File: src/rtl/tcpu_pkg.sv
package tcpu_pkg;

  localparam int DW   = 8;
  localparam int AW   = 8;
  localparam int CLSW = 2;
  localparam int OPW  = 3;
  localparam int SRCW = 2;
  localparam int IW   = CLSW + OPW + SRCW + 1 + AW;
  localparam int FLW  = 4;

  typedef enum logic [CLSW-1:0] {
    CL_ALU = 2'b00,
    CL_JMP = 2'b01,
    CL_BZ  = 2'b10,
    CL_BN  = 2'b11
  } cls_e;

  typedef enum logic [OPW-1:0] {
    OP_ADD   = 3'b000,
    OP_PASSB = 3'b001,
    OP_AND   = 3'b010,
    OP_OR    = 3'b011,
    OP_XOR   = 3'b100,
    OP_NOT   = 3'b101,
    OP_RSV6  = 3'b110,
    OP_RSV7  = 3'b111
  } op_e;

  typedef enum logic [SRCW-1:0] {
    SRC_RB   = 2'b00,
    SRC_ONE  = 2'b01,
    SRC_ZERO = 2'b10,
    SRC_MONE = 2'b11
  } src_e;

  typedef enum logic {
    PH_FETCH = 1'b0,
    PH_EXEC  = 1'b1
  } phase_e;

  // MSB first: class, operation, operand-B source, destination, target
  typedef struct packed {
    cls_e            cls;
    op_e             op;
    src_e            src;
    logic            dst;
    logic [AW-1:0]   tgt;
  } instr_t;

  typedef struct packed {
    logic v;
    logic c;
    logic n;
    logic z;
  } flags_t;

  typedef struct packed {
    logic [DW-1:0] res;
    logic          c;
    logic          v;
  } alu_out_t;

  function automatic logic [DW-1:0] operand_b(src_e s, logic [DW-1:0] rb);
    case (s)
      SRC_RB:   return rb;
      SRC_ONE:  return DW'(1);
      SRC_ZERO: return '0;
      default:  return '1;
    endcase
  endfunction

  function automatic alu_out_t alu_eval(op_e op, logic [DW-1:0] a, logic [DW-1:0] b);
    alu_out_t    o;
    logic [DW:0] sum;
    o   = '0;
    sum = {1'b0, a} + {1'b0, b};
    case (op)
      OP_ADD: begin
        o.res = sum[DW-1:0];
        o.c   = sum[DW];
        o.v   = (a[DW-1] == b[DW-1]) && (sum[DW-1] != a[DW-1]);
      end
      OP_PASSB: o.res = b;
      OP_AND:   o.res = a & b;
      OP_OR:    o.res = a | b;
      OP_XOR:   o.res = a ^ b;
      OP_NOT:   o.res = ~a;
      default:  o.res = '0;
    endcase
    return o;
  endfunction

  function automatic flags_t flags_of(alu_out_t o);
    flags_t f;
    f.z = (o.res == '0);
    f.n = o.res[DW-1];
    f.c = o.c;
    f.v = o.v;
    return f;
  endfunction

  function automatic instr_t mk(cls_e c, op_e op, src_e s, logic d, logic [AW-1:0] t);
    instr_t i;
    i.cls = c;
    i.op  = op;
    i.src = s;
    i.dst = d;
    i.tgt = t;
    return i;
  endfunction

endpackage

File: src/rtl/tcpu_seq.sv
module tcpu_seq
  import tcpu_pkg::*;
(
  input  logic   clk,
  input  logic   rst_n,
  output phase_e phase,
  output logic   fetch_en,
  output logic   exec_en
);

  always_ff @(posedge clk or negedge rst_n) begin
    if (!rst_n) phase <= PH_FETCH;
    else        phase <= (phase == PH_FETCH) ? PH_EXEC : PH_FETCH;
  end

  assign fetch_en = (phase == PH_FETCH);
  assign exec_en  = (phase == PH_EXEC);

endmodule

File: src/rtl/tcpu_alu.sv
module tcpu_alu
  import tcpu_pkg::*;
(
  input  op_e           op,
  input  src_e          src,
  input  logic [DW-1:0] ra,
  input  logic [DW-1:0] rb,
  output logic [DW-1:0] result,
  output flags_t        nflags
);

  alu_out_t      o;
  logic [DW-1:0] b_val;

  always_comb begin
    b_val  = operand_b(src, rb);
    o      = alu_eval(op, ra, b_val);
    result = o.res;
    nflags = flags_of(o);
  end

endmodule

File: src/rtl/tcpu_cond.sv
module tcpu_cond
  import tcpu_pkg::*;
(
  input  logic   clk,
  input  logic   rst_n,
  input  logic   upd,
  input  flags_t nflags,
  input  cls_e   cls,
  output flags_t flags_q,
  output logic   take
);

  always_ff @(posedge clk or negedge rst_n) begin
    if (!rst_n)   flags_q <= '0;
    else if (upd) flags_q <= nflags;
  end

  always_comb begin
    case (cls)
      CL_JMP:  take = 1'b1;
      CL_BZ:   take = flags_q.z;
      CL_BN:   take = flags_q.n;
      default: take = 1'b0;
    endcase
  end

endmodule

File: src/rtl/tcpu_rom.sv
module tcpu_rom
  import tcpu_pkg::*;
(
  input  logic [AW-1:0] addr,
  output instr_t        word
);

  function automatic instr_t rom_word(logic [AW-1:0] a);
    case (int'(a))
      0:  return mk(CL_ALU, OP_PASSB, SRC_ONE,  1'b1, AW'(0));
      1:  return mk(CL_ALU, OP_PASSB, SRC_MONE, 1'b0, AW'(0));
      2:  return mk(CL_ALU, OP_ADD,   SRC_ONE,  1'b0, AW'(0));
      3:  return mk(CL_BZ,  OP_ADD,   SRC_RB,   1'b0, AW'(5));
      4:  return mk(CL_ALU, OP_PASSB, SRC_MONE, 1'b1, AW'(0));
      5:  return mk(CL_BN,  OP_ADD,   SRC_RB,   1'b0, AW'(4));
      6:  return mk(CL_ALU, OP_ADD,   SRC_RB,   1'b0, AW'(0));
      7:  return mk(CL_ALU, OP_ADD,   SRC_ONE,  1'b0, AW'(0));
      8:  return mk(CL_ALU, OP_ADD,   SRC_ONE,  1'b0, AW'(0));
      9:  return mk(CL_ALU, OP_ADD,   SRC_RB,   1'b1, AW'(0));
      10: return mk(CL_ALU, OP_ADD,   SRC_MONE, 1'b0, AW'(0));
      11: return mk(CL_BZ,  OP_ADD,   SRC_RB,   1'b0, AW'(13));
      12: return mk(CL_JMP, OP_ADD,   SRC_RB,   1'b0, AW'(10));
      13: return mk(CL_ALU, OP_PASSB, SRC_ONE,  1'b0, AW'(0));
      14: return mk(CL_ALU, OP_ADD,   SRC_ZERO, 1'b1, AW'(0));
      15: return mk(CL_ALU, OP_ADD,   SRC_RB,   1'b0, AW'(0));
      16: return mk(CL_BN,  OP_ADD,   SRC_RB,   1'b0, AW'(18));
      17: return mk(CL_JMP, OP_ADD,   SRC_RB,   1'b0, AW'(14));
      18: return mk(CL_ALU, OP_OR,    SRC_RB,   1'b1, AW'(0));
      19: return mk(CL_ALU, OP_AND,   SRC_RB,   1'b0, AW'(0));
      20: return mk(CL_ALU, OP_XOR,   SRC_RB,   1'b0, AW'(0));
      21: return mk(CL_ALU, OP_NOT,   SRC_ZERO, 1'b1, AW'(0));
      22: return mk(CL_ALU, OP_RSV6,  SRC_RB,   1'b0, AW'(0));
      23: return mk(CL_ALU, OP_ADD,   SRC_MONE, 1'b1, AW'(0));
      // unused locations park the machine on a jump to themselves
      default: return mk(CL_JMP, OP_ADD, SRC_RB, 1'b0, a);
    endcase
  endfunction

  assign word = rom_word(addr);

endmodule

File: src/rtl/tcpu_core.sv
module tcpu_core
  import tcpu_pkg::*;
(
  input  logic           clk,
  input  logic           rst_n,
  output logic [DW-1:0]  dbg_ra,
  output logic [DW-1:0]  dbg_rb,
  output logic [AW-1:0]  dbg_pc,
  output logic [FLW-1:0] dbg_flags,
  output logic           dbg_phase
);

  phase_e        phase;
  logic          fetch_en;
  logic          exec_en;
  logic [DW-1:0] ra_q;
  logic [DW-1:0] rb_q;
  logic [AW-1:0] pc_q;
  instr_t        ir_q;
  instr_t        rom_q;
  logic [DW-1:0] alu_res;
  flags_t        alu_flags;
  flags_t        flags_q;

  // named events used by the logic below and by the bound checker
  logic          is_alu;
  logic          take;
  logic          wr_ra;
  logic          wr_rb;
  logic          flag_upd;
  logic [AW-1:0] pc_next;
  logic [IW-1:0] ir_bits;

  tcpu_seq u_seq (
    .clk      (clk),
    .rst_n    (rst_n),
    .phase    (phase),
    .fetch_en (fetch_en),
    .exec_en  (exec_en)
  );

  tcpu_rom u_rom (
    .addr (pc_q),
    .word (rom_q)
  );

  tcpu_alu u_alu (
    .op     (ir_q.op),
    .src    (ir_q.src),
    .ra     (ra_q),
    .rb     (rb_q),
    .result (alu_res),
    .nflags (alu_flags)
  );

  tcpu_cond u_cond (
    .clk     (clk),
    .rst_n   (rst_n),
    .upd     (flag_upd),
    .nflags  (alu_flags),
    .cls     (ir_q.cls),
    .flags_q (flags_q),
    .take    (take)
  );

  assign is_alu   = (ir_q.cls == CL_ALU);
  assign wr_ra    = exec_en && is_alu && !ir_q.dst;
  assign wr_rb    = exec_en && is_alu &&  ir_q.dst;
  assign flag_upd = exec_en && is_alu;
  assign pc_next  = take ? ir_q.tgt : pc_q + AW'(1);
  assign ir_bits  = ir_q;

  always_ff @(posedge clk or negedge rst_n) begin
    if (!rst_n) begin
      ra_q <= '0;
      rb_q <= '0;
      pc_q <= '0;
      ir_q <= '0;
    end else begin
      if (fetch_en) ir_q <= rom_q;
      if (wr_ra)    ra_q <= alu_res;
      if (wr_rb)    rb_q <= alu_res;
      if (exec_en)  pc_q <= pc_next;
    end
  end

  assign dbg_ra    = ra_q;
  assign dbg_rb    = rb_q;
  assign dbg_pc    = pc_q;
  assign dbg_flags = flags_q;
  assign dbg_phase = phase;

endmodule

File: config.mk
export PLATFORM = sky130hd
export DESIGN_NAME = tcpu_core
export DESIGN_NICKNAME = d
export VERILOG_FILES = /design/src/rtl/tcpu_pkg.sv /design/src/rtl/tcpu_seq.sv /design/src/rtl/tcpu_alu.sv /design/src/rtl/tcpu_cond.sv /design/src/rtl/tcpu_rom.sv /design/src/rtl/tcpu_core.sv
export SDC_FILE = /design/constraint.sdc
export NUM_CORES = 1
export LEC_CHECK = 0
export ABC_CLOCK_PERIOD_IN_PS = 3200
export BUFFER_PORTS_ARGS = -buffer_cell sky130_fd_sc_hd__buf_2
export CORE_ASPECT_RATIO = 0.8
export CORE_UTILIZATION = 42
export CTS_BUF_LIST = sky130_fd_sc_hd__clkbuf_8
export DETAILED_ROUTE_END_ITERATION = 10
export GPL_TIMING_DRIVEN = 0
export PLACE_DENSITY_LB_ADDON = 0.25
export SLEW_MARGIN = 20
export SYNTH_ARGS = -nofsm -noshare
export SYNTH_HDL_FRONTEND = slang
export SYNTH_SLANG_ARGS = --single-unit
export TNS_END_PERCENT = 30
File: constraint.sdc
create_clock -name clk -period 3.2 [get_ports clk]
set_clock_uncertainty 0.15 [all_clocks]
set_input_delay 0.64 -clock clk [delete_from_list [all_inputs] [get_ports clk]]
set_output_delay 0.64 -clock clk [all_outputs]
set_load 0.01 [all_outputs]
**Word-level counts from Yosys, hierarchy flattened**

Cells that the tools add are included.

- Bits in registers: 45
- Input bits: 2
- Output and inout port bits: 29
- Logic and storage cells: 73

- $add $sub $neg: 2
- Eq/ne operators: 35
- Muxes and demuxes: 7
- Bitwise gates (word level): 4
- Reduce and logical (&&, ||, !) cells: 12

Operator list:

| cell | number |
|---|---|
| 16-bit case mux with 21 select lines | 1 |
| 8-bit by 4-bit equality test with 1-bit output (second input constant) | 8 |
| 8-bit by 5-bit equality test with 1-bit output (second input constant) | 8 |
| 8-bit case mux with 6 select lines | 1 |
| 8-bit by 3-bit equality test with 1-bit output (second input constant) | 4 |
| 8-bit case mux with 3 select lines | 1 |
| 8-bit by 2-bit equality test with 1-bit output (second input constant) | 2 |
| 8-bit logical NOT | 2 |
| 8-bit by 8-bit adder with 9-bit output | 1 |
| 8-bit by 1-bit adder with 8-bit output (second input constant) | 1 |
| 8-bit bitwise AND | 1 |
| 8-bit by 1-bit equality test with 1-bit output (second input constant) | 1 |
| 8-bit two-way mux | 1 |
| 8-bit NOT | 1 |
| 8-bit bitwise OR | 1 |
| 8-bit bitwise XOR | 1 |
| 2-bit equality test (second input constant) | 3 |
| 3-bit by 2-bit equality test with 1-bit output (second input constant) | 2 |
| 3-bit equality test (second input constant) | 2 |
| 2-bit by 1-bit equality test with 1-bit output (second input constant) | 2 |
| 1-bit logical AND | 4 |
| 2-bit logical NOT | 2 |
| 3-bit by 1-bit equality test with 1-bit output (second input constant) | 1 |
| 3-bit logical NOT | 1 |
| 8 further kinds | 8 |

**Longest topological paths before layout**

- Depth in word-level cells: 6
- Gate-level depth with buffers: 14
- Depth with buffers taken out: 12

**By module**

Synthesis repeated with hierarchy kept, for this count alone.

- Cell total of the unflattened synthesis: 377
- Area total of the unflattened synthesis: 3514.6 sq um

By module, submodules not included:

| module | times used | cells each | area each (sq um) | seq. area each (sq um) |
|---|---|---|---|---|
| tcpu_core | 1 | 125 | 1751.7 | 1001.0 |
| tcpu_alu | 1 | 155 | 1066.0 | 0.0 |
| tcpu_rom | 1 | 82 | 503.0 | 0.0 |
| tcpu_cond | 1 | 12 | 157.7 | 100.1 |
| tcpu_seq | 1 | 3 | 36.3 | 25.0 |

**Worst setup path before layout**

Ideal clock, no wire load.

- Path type: register to register
- Start point: register ir_q, in the netlist ir_bits[9]
- End point: register, netlist name u_cond.flags_q[0]
- Setup time: 0.121 ns
- Data arrival time: 2.781 ns
- Data required time: 2.929 ns
- Slack: 0.148 ns
- Cell stages (with the launch flop): 12
- Path buffers: 1
- Period minus slack after synthesis: 3.052 ns
- Cell sequence: dfrtp_1 > inv_1 > ha_1 > buf_6 > a311o_1 > ha_1 > fa_1 > a211oi_2 > nor2_1 > o311a_1 > and4_1 > a32o_2

- Cells in the longest elaborated chain, start to end: 5
- Elaborated cells on any way between the ends: 10
- Those cells by class: add/sub (1); eq/ne (2); mux (2); bitwise (3); reduce/logical (2)

Ends and longest elaborated chain:

| item | RTL line | RTL |
|---|---|---|
| start: declaration | tcpu_core.sv:19 | `instr_t ir_q;` |
| start signal: assignment | tcpu_core.sv:80 | `if (fetch_en) ir_q <= rom_q;` |
| 2-bit equality test (tied with other cells) | tcpu_pkg.sv:64 | `case (s)` |
| 8-bit case mux with 3 select lines (*) | tcpu_pkg.sv:64 |  |
| 8-bit by 8-bit adder with 9-bit output (tied with other cells) | tcpu_pkg.sv:76 | `sum = {1'b0, a} + {1'b0, b};` |
| 8-bit case mux with 6 select lines (*) | tcpu_pkg.sv:77 | `case (op)` |
| 8-bit logical NOT (*) | tcpu_pkg.sv:95 | `f.z = (o.res == '0);` |

Mark *: on every way between the ends. The rest lies on a longest branch, timed or not.
A chain may end at the register's enable or synchronous reset.

**Worst setup path after layout**

- Start point: register ir_q, in the netlist ir_bits[9]
- End point: register, netlist name u_cond.flags_q[0]

- Cells in the longest elaborated chain, start to end: 5
- Elaborated cells on any way between the ends: 10
- Those cells by class: add/sub (1); eq/ne (2); mux (2); bitwise (3); reduce/logical (2)

Ends and longest elaborated chain:

| item | RTL line |
|---|---|
| 2-bit equality test (tied with other cells) | tcpu_pkg.sv:64 |
| 8-bit case mux with 3 select lines (*) | tcpu_pkg.sv:64 |
| 8-bit by 8-bit adder with 9-bit output (tied with other cells) | tcpu_pkg.sv:76 |
| 8-bit case mux with 6 select lines (*) | tcpu_pkg.sv:77 |
| 8-bit logical NOT (*) | tcpu_pkg.sv:95 |

Marked as above.

==> results.txt <==
In this run the worst hold path is classified as input pin to async pin. The synthesized design contains 45 register bits. The layout filler cell count came out at 781. The quantity of I/O buffers inserted on ports is 30. The count of unresolved DRC violations after routing came out at 0. The maximum fanout encountered on the critical timing path came out at 6.

The y dimension of the die came out at 82.8 um. STA puts the critical path data arrival time at 3.25 ns. The area used by sequential logic in the layout came out at between 1000 and 1500 um^2. The area share of the leading cell type in the synthesized netlist came out at 32.8%. The root buffer cell is clkbuf_8. The count of cell types in the netlist came out at 73.

The via count normalized by instance count came out at 6.01. The total number of vias came out at 3,407. After global routing the overflow that remains totals 0. The congestion estimate from routability-driven global placement came to approximately 0.89. The max-capacitance violation count came out at 0. The clock network latency to the later pin of the worst-skew pair came out at about 0.32 ns. The remaining antenna violation count is 0. The synthesized netlist cell count is 414.

The number of nets in the synthesized netlist is around 440. The starting density of the core is 43.4%. The synthesis warning total is 0. The wire length of the first global-routing pass came out at 16.5 mm. The routed wirelength normalized by instance count came out at 18.2 um. The fraction of layout instances using a drive strength above 1 is 18.3%. STA classifies the critical path endpoint as a flop. Sorting the synthesized cells by area gives the leading types as dfrtp_1 (33%), ha_1 (8.0%), a21oi_1 (7.0%), nor2_1 (4.4%), inv_1 (3.2%).

The buffer depth of the longest clock path came out at 2. The clock net sink count is 45. The share of the clock period used by the worst path after layout is 99.8%. The repair_antennas step left the layout with diodes totalling 0. The worst setup path is launched from a flop. The cell count after placement is 552.

Derived from the worst setup path, the maximum achievable clock frequency is 313 MHz. The hold violation count in the final report is 0. The number of placement rows is 29. The area of the die is 8540 um^2. For this block, the routed nets add up to 10.3 mm of wire.

The number of I/O pins came out at 31. The first detailed-routing pass took 5 iterations. A synthesized cell averages ~8.3 um^2.

The final worst hold slack is about 0.17 ns. The number of buffers added by the clock tree synthesis step is 5. Power spread over the standard cell area amounts to 263 nW/um^2. Of the synthesized area, sequential elements account for 32.8%. Measured along the x axis, the die boundary spans just over 100 um.

The fraction of synthesis flops using an asynchronous set or reset pin came out at between 90% and 100%. The clock period could shrink to ~3.2 ns. The number of antenna violations at the first check in global routing is 0.

The area used by multi-input combinational logic is 2150 um^2. The relative slew slack came out at just under 40%. The synthesized area is 3430 um^2. The via count of the first global-routing pass is ~3.1k. The measured slew at the worst slew-check pin is 0.919 ns. The global router's overall resource usage is 25.0%.

The required time at the endpoint of the critical path is approximately 3.3 ns. The post-synthesis to final-layout area growth came out at 16.3%. The leakage power summed over all cells is 1.78 nW. The H-tree generated during clock tree synthesis spans 2 levels. The total setup violations reported at the end of the flow came out at 0. The max-slew violation total from the final report is 0. For this run, the post-layout net count is 483. The flow ran to the end, and the final reports show no timing, DRC or antenna violations. The post-DP HPWL came out at 7.17 mm. The area of the placeable core came out at 7910 um^2. The number of flops mapped to enable cells by yosys is 0. The hold buffer count at cts came out at 0.

For this block, the initial DRC count from the detailed router was between 300 and 400. Excluding fillers, the count of instances in the completed layout stands at 567. The largest net degree at the start of global routing came out at 46. After clock tree synthesis, the clock-pin slew on the worst setup and hold paths is 0.10 ns. Setup repair after global routing could not meet its margin everywhere.

The critical path in this run is classified as flop to flop. TritonCTS built the clock tree. The most instantiated flip-flop cell in the synthesis netlist is dfrtp_1. The largest area contributor in the netlist is dfrtp_1. The maximum ir drop on the vdd rail came out at 0.172 mV.
cells in the mapped netlist, types with 2 or more instances:
| cell type | instances |
|---|---|
| mux2_2 | 5 |
| a221oi_1 | 3 |
| a22oi_1 | 2 |
| and2_1 | 2 |
| inv_1 | 29 |
| a211o_1 | 2 |
| nand2_1 | 29 |
| o21a_1 | 4 |
| buf_2 | 7 |
| nor4b_1 | 2 |
| a21oi_1 | 48 |
| a2bb2oi_1 | 3 |
| o221ai_1 | 2 |
| nand2b_1 | 6 |
| nor3_1 | 12 |
| buf_6 | 3 |
| a21o_1 | 5 |
| nor2_1 | 40 |
| nor2b_1 | 8 |
| nor3b_1 | 5 |
| nor4bb_1 | 2 |
| o211ai_1 | 5 |
| dfrtp_1 | 45 |
| a211oi_1 | 5 |
| a31o_2 | 2 |
| or3_1 | 4 |
| nand3_1 | 9 |
| o41ai_1 | 4 |
| o21ai_1 | 6 |
| clkbuf_1 | 14 |
| a31oi_1 | 8 |
| o31ai_1 | 2 |
| ha_1 | 22 |
| xnor2_1 | 3 |
| o21ai_0 | 19 |
| buf_1 | 2 |
| a221o_1 | 3 |
| o22ai_1 | 4 |
| mux2i_1 | 4 |
final cells by class:
cell class	count	area share [%]
Clock buffer	5	1.73
Timing Repair Buffer	38	5.33
Inverter	30	2.82
Buffer	26	3.32
Clock inverter	3	1.19
Tap cell	108	3.39
Multi-Input combinational cell	312	54.0
Sequential cell	45	28.2
per-stage QoR:
stage | TNS (ns) | utilization (%) | total power [mW] | area, um^2 | worst slack, ns
after floorplan | 0 | - | 0.580 | 3430 | 0.148
after global placement | -2.48 | 47.0 | 0.592 | 3720 | -0.476
after detailed placement | -3.19 | 47.0 | 0.593 | 3720 | -0.588
after CTS | 0 | 49.9 | 1.06 | 3950 | 0.0238
after global routing | -0.0918 | 50.4 | 1.08 | 3990 | -0.0908
final | 0 | 50.4 | 1.05 | 3990 | 0.00574
timing repair:
action,CTS,global route
setup endpoints to repair,10,6
buffers inserted,6,2
pin swaps,6,9
resized for setup,13,6
state kept, by name (all words and copies together), names as in the netlist:
register / count
dbg_rb: 8
dbg_pc: 8
u_seq.exec_en: 1
dbg_ra: 8
u_cond.flags_q: 4
ir_bits: 16
layer usage:
metal  part of all wire [%]  global-route usage [%]  routed length (um)
met5                      0                       0                   0
met4                    1.5                    6.91                 160
met3                    9.1                    3.70                 940
met2                     42                    33.6                4380
met1                     47                    40.7                4850
cell usage in the layout, fill, tap and decap left out, types with 5 or more instances in the layout:
cell type,instances
nor3b_1,5
buf_4,10
a21oi_1,47
nand2_1,29
nor3_1,10
o21ai_0,19
nor2_1,39
buf_2,36
o21ai_1,6
nand3_1,9
dfrtp_1,45
a21o_1,5
a31oi_1,8
a211oi_1,5
o211ai_1,5
ha_1,20
mux2_2,5
clkbuf_8,5
clkbuf_1,13
inv_1,28
nand2b_1,6
nor2b_1,8
critical path: stages, from the launching register on:
cell,delay (ns)
dfrtp_1,0.37
inv_2,0.07
ha_4,0.16
buf_6,0.13
a311o_1,0.33
ha_2,0.21
fa_2,0.38
a211oi_4,0.31
buf_4,0.15
o211a_1,0.13
o21a_1,0.15
a221oi_4,0.05
and4_1,0.23
a32o_2,0.26
logic make-up after synthesis:
kind of cell             after synthesis  synth area share [%]
AND/OR/NAND/NOR                      133                  20.1
buffers and inverters                 57                  7.26
XOR/XNOR                               3                 0.766
AO/OA/AOI/OAI                        144                  27.6
multiplexers                           9                  2.81
flip-flops                            45                  32.8
adder cells (fa/ha/maj)               23                  8.61
where the power goes:
| group | switching (mW) | total [mW] | internal, mW |
|---|---|---|---|
| sequential | 0 | 0.568 | 0.568 |
| clock | 0.229 | 0.468 | 0.239 |
| combinational | 0.0110 | 0.0118 | 0.000798 |
| total | 0.240 | 1.05 | 0.808 |
worst paths after layout:
kind | startpoint | endpoint | slack (ns) | depth (start not counted)
max | ir_bits[9] | u_cond.flags_q[0] | 0.006 | 13
min | rst_n | dbg_ra[5] | 0.17 | 1
max reg2reg | ir_bits[9] | u_cond.flags_q[0] | 0.006 | 13
min reg2reg | ir_bits[6] | ir_bits[6] | 0.36 | 1
max in group asynchronous | rst_n | dbg_ra[4] | 2.33 | 1
min in group clk | ir_bits[6] | ir_bits[6] | 0.36 | 1
No activity file was read; power rests on OpenSTA's default activity.
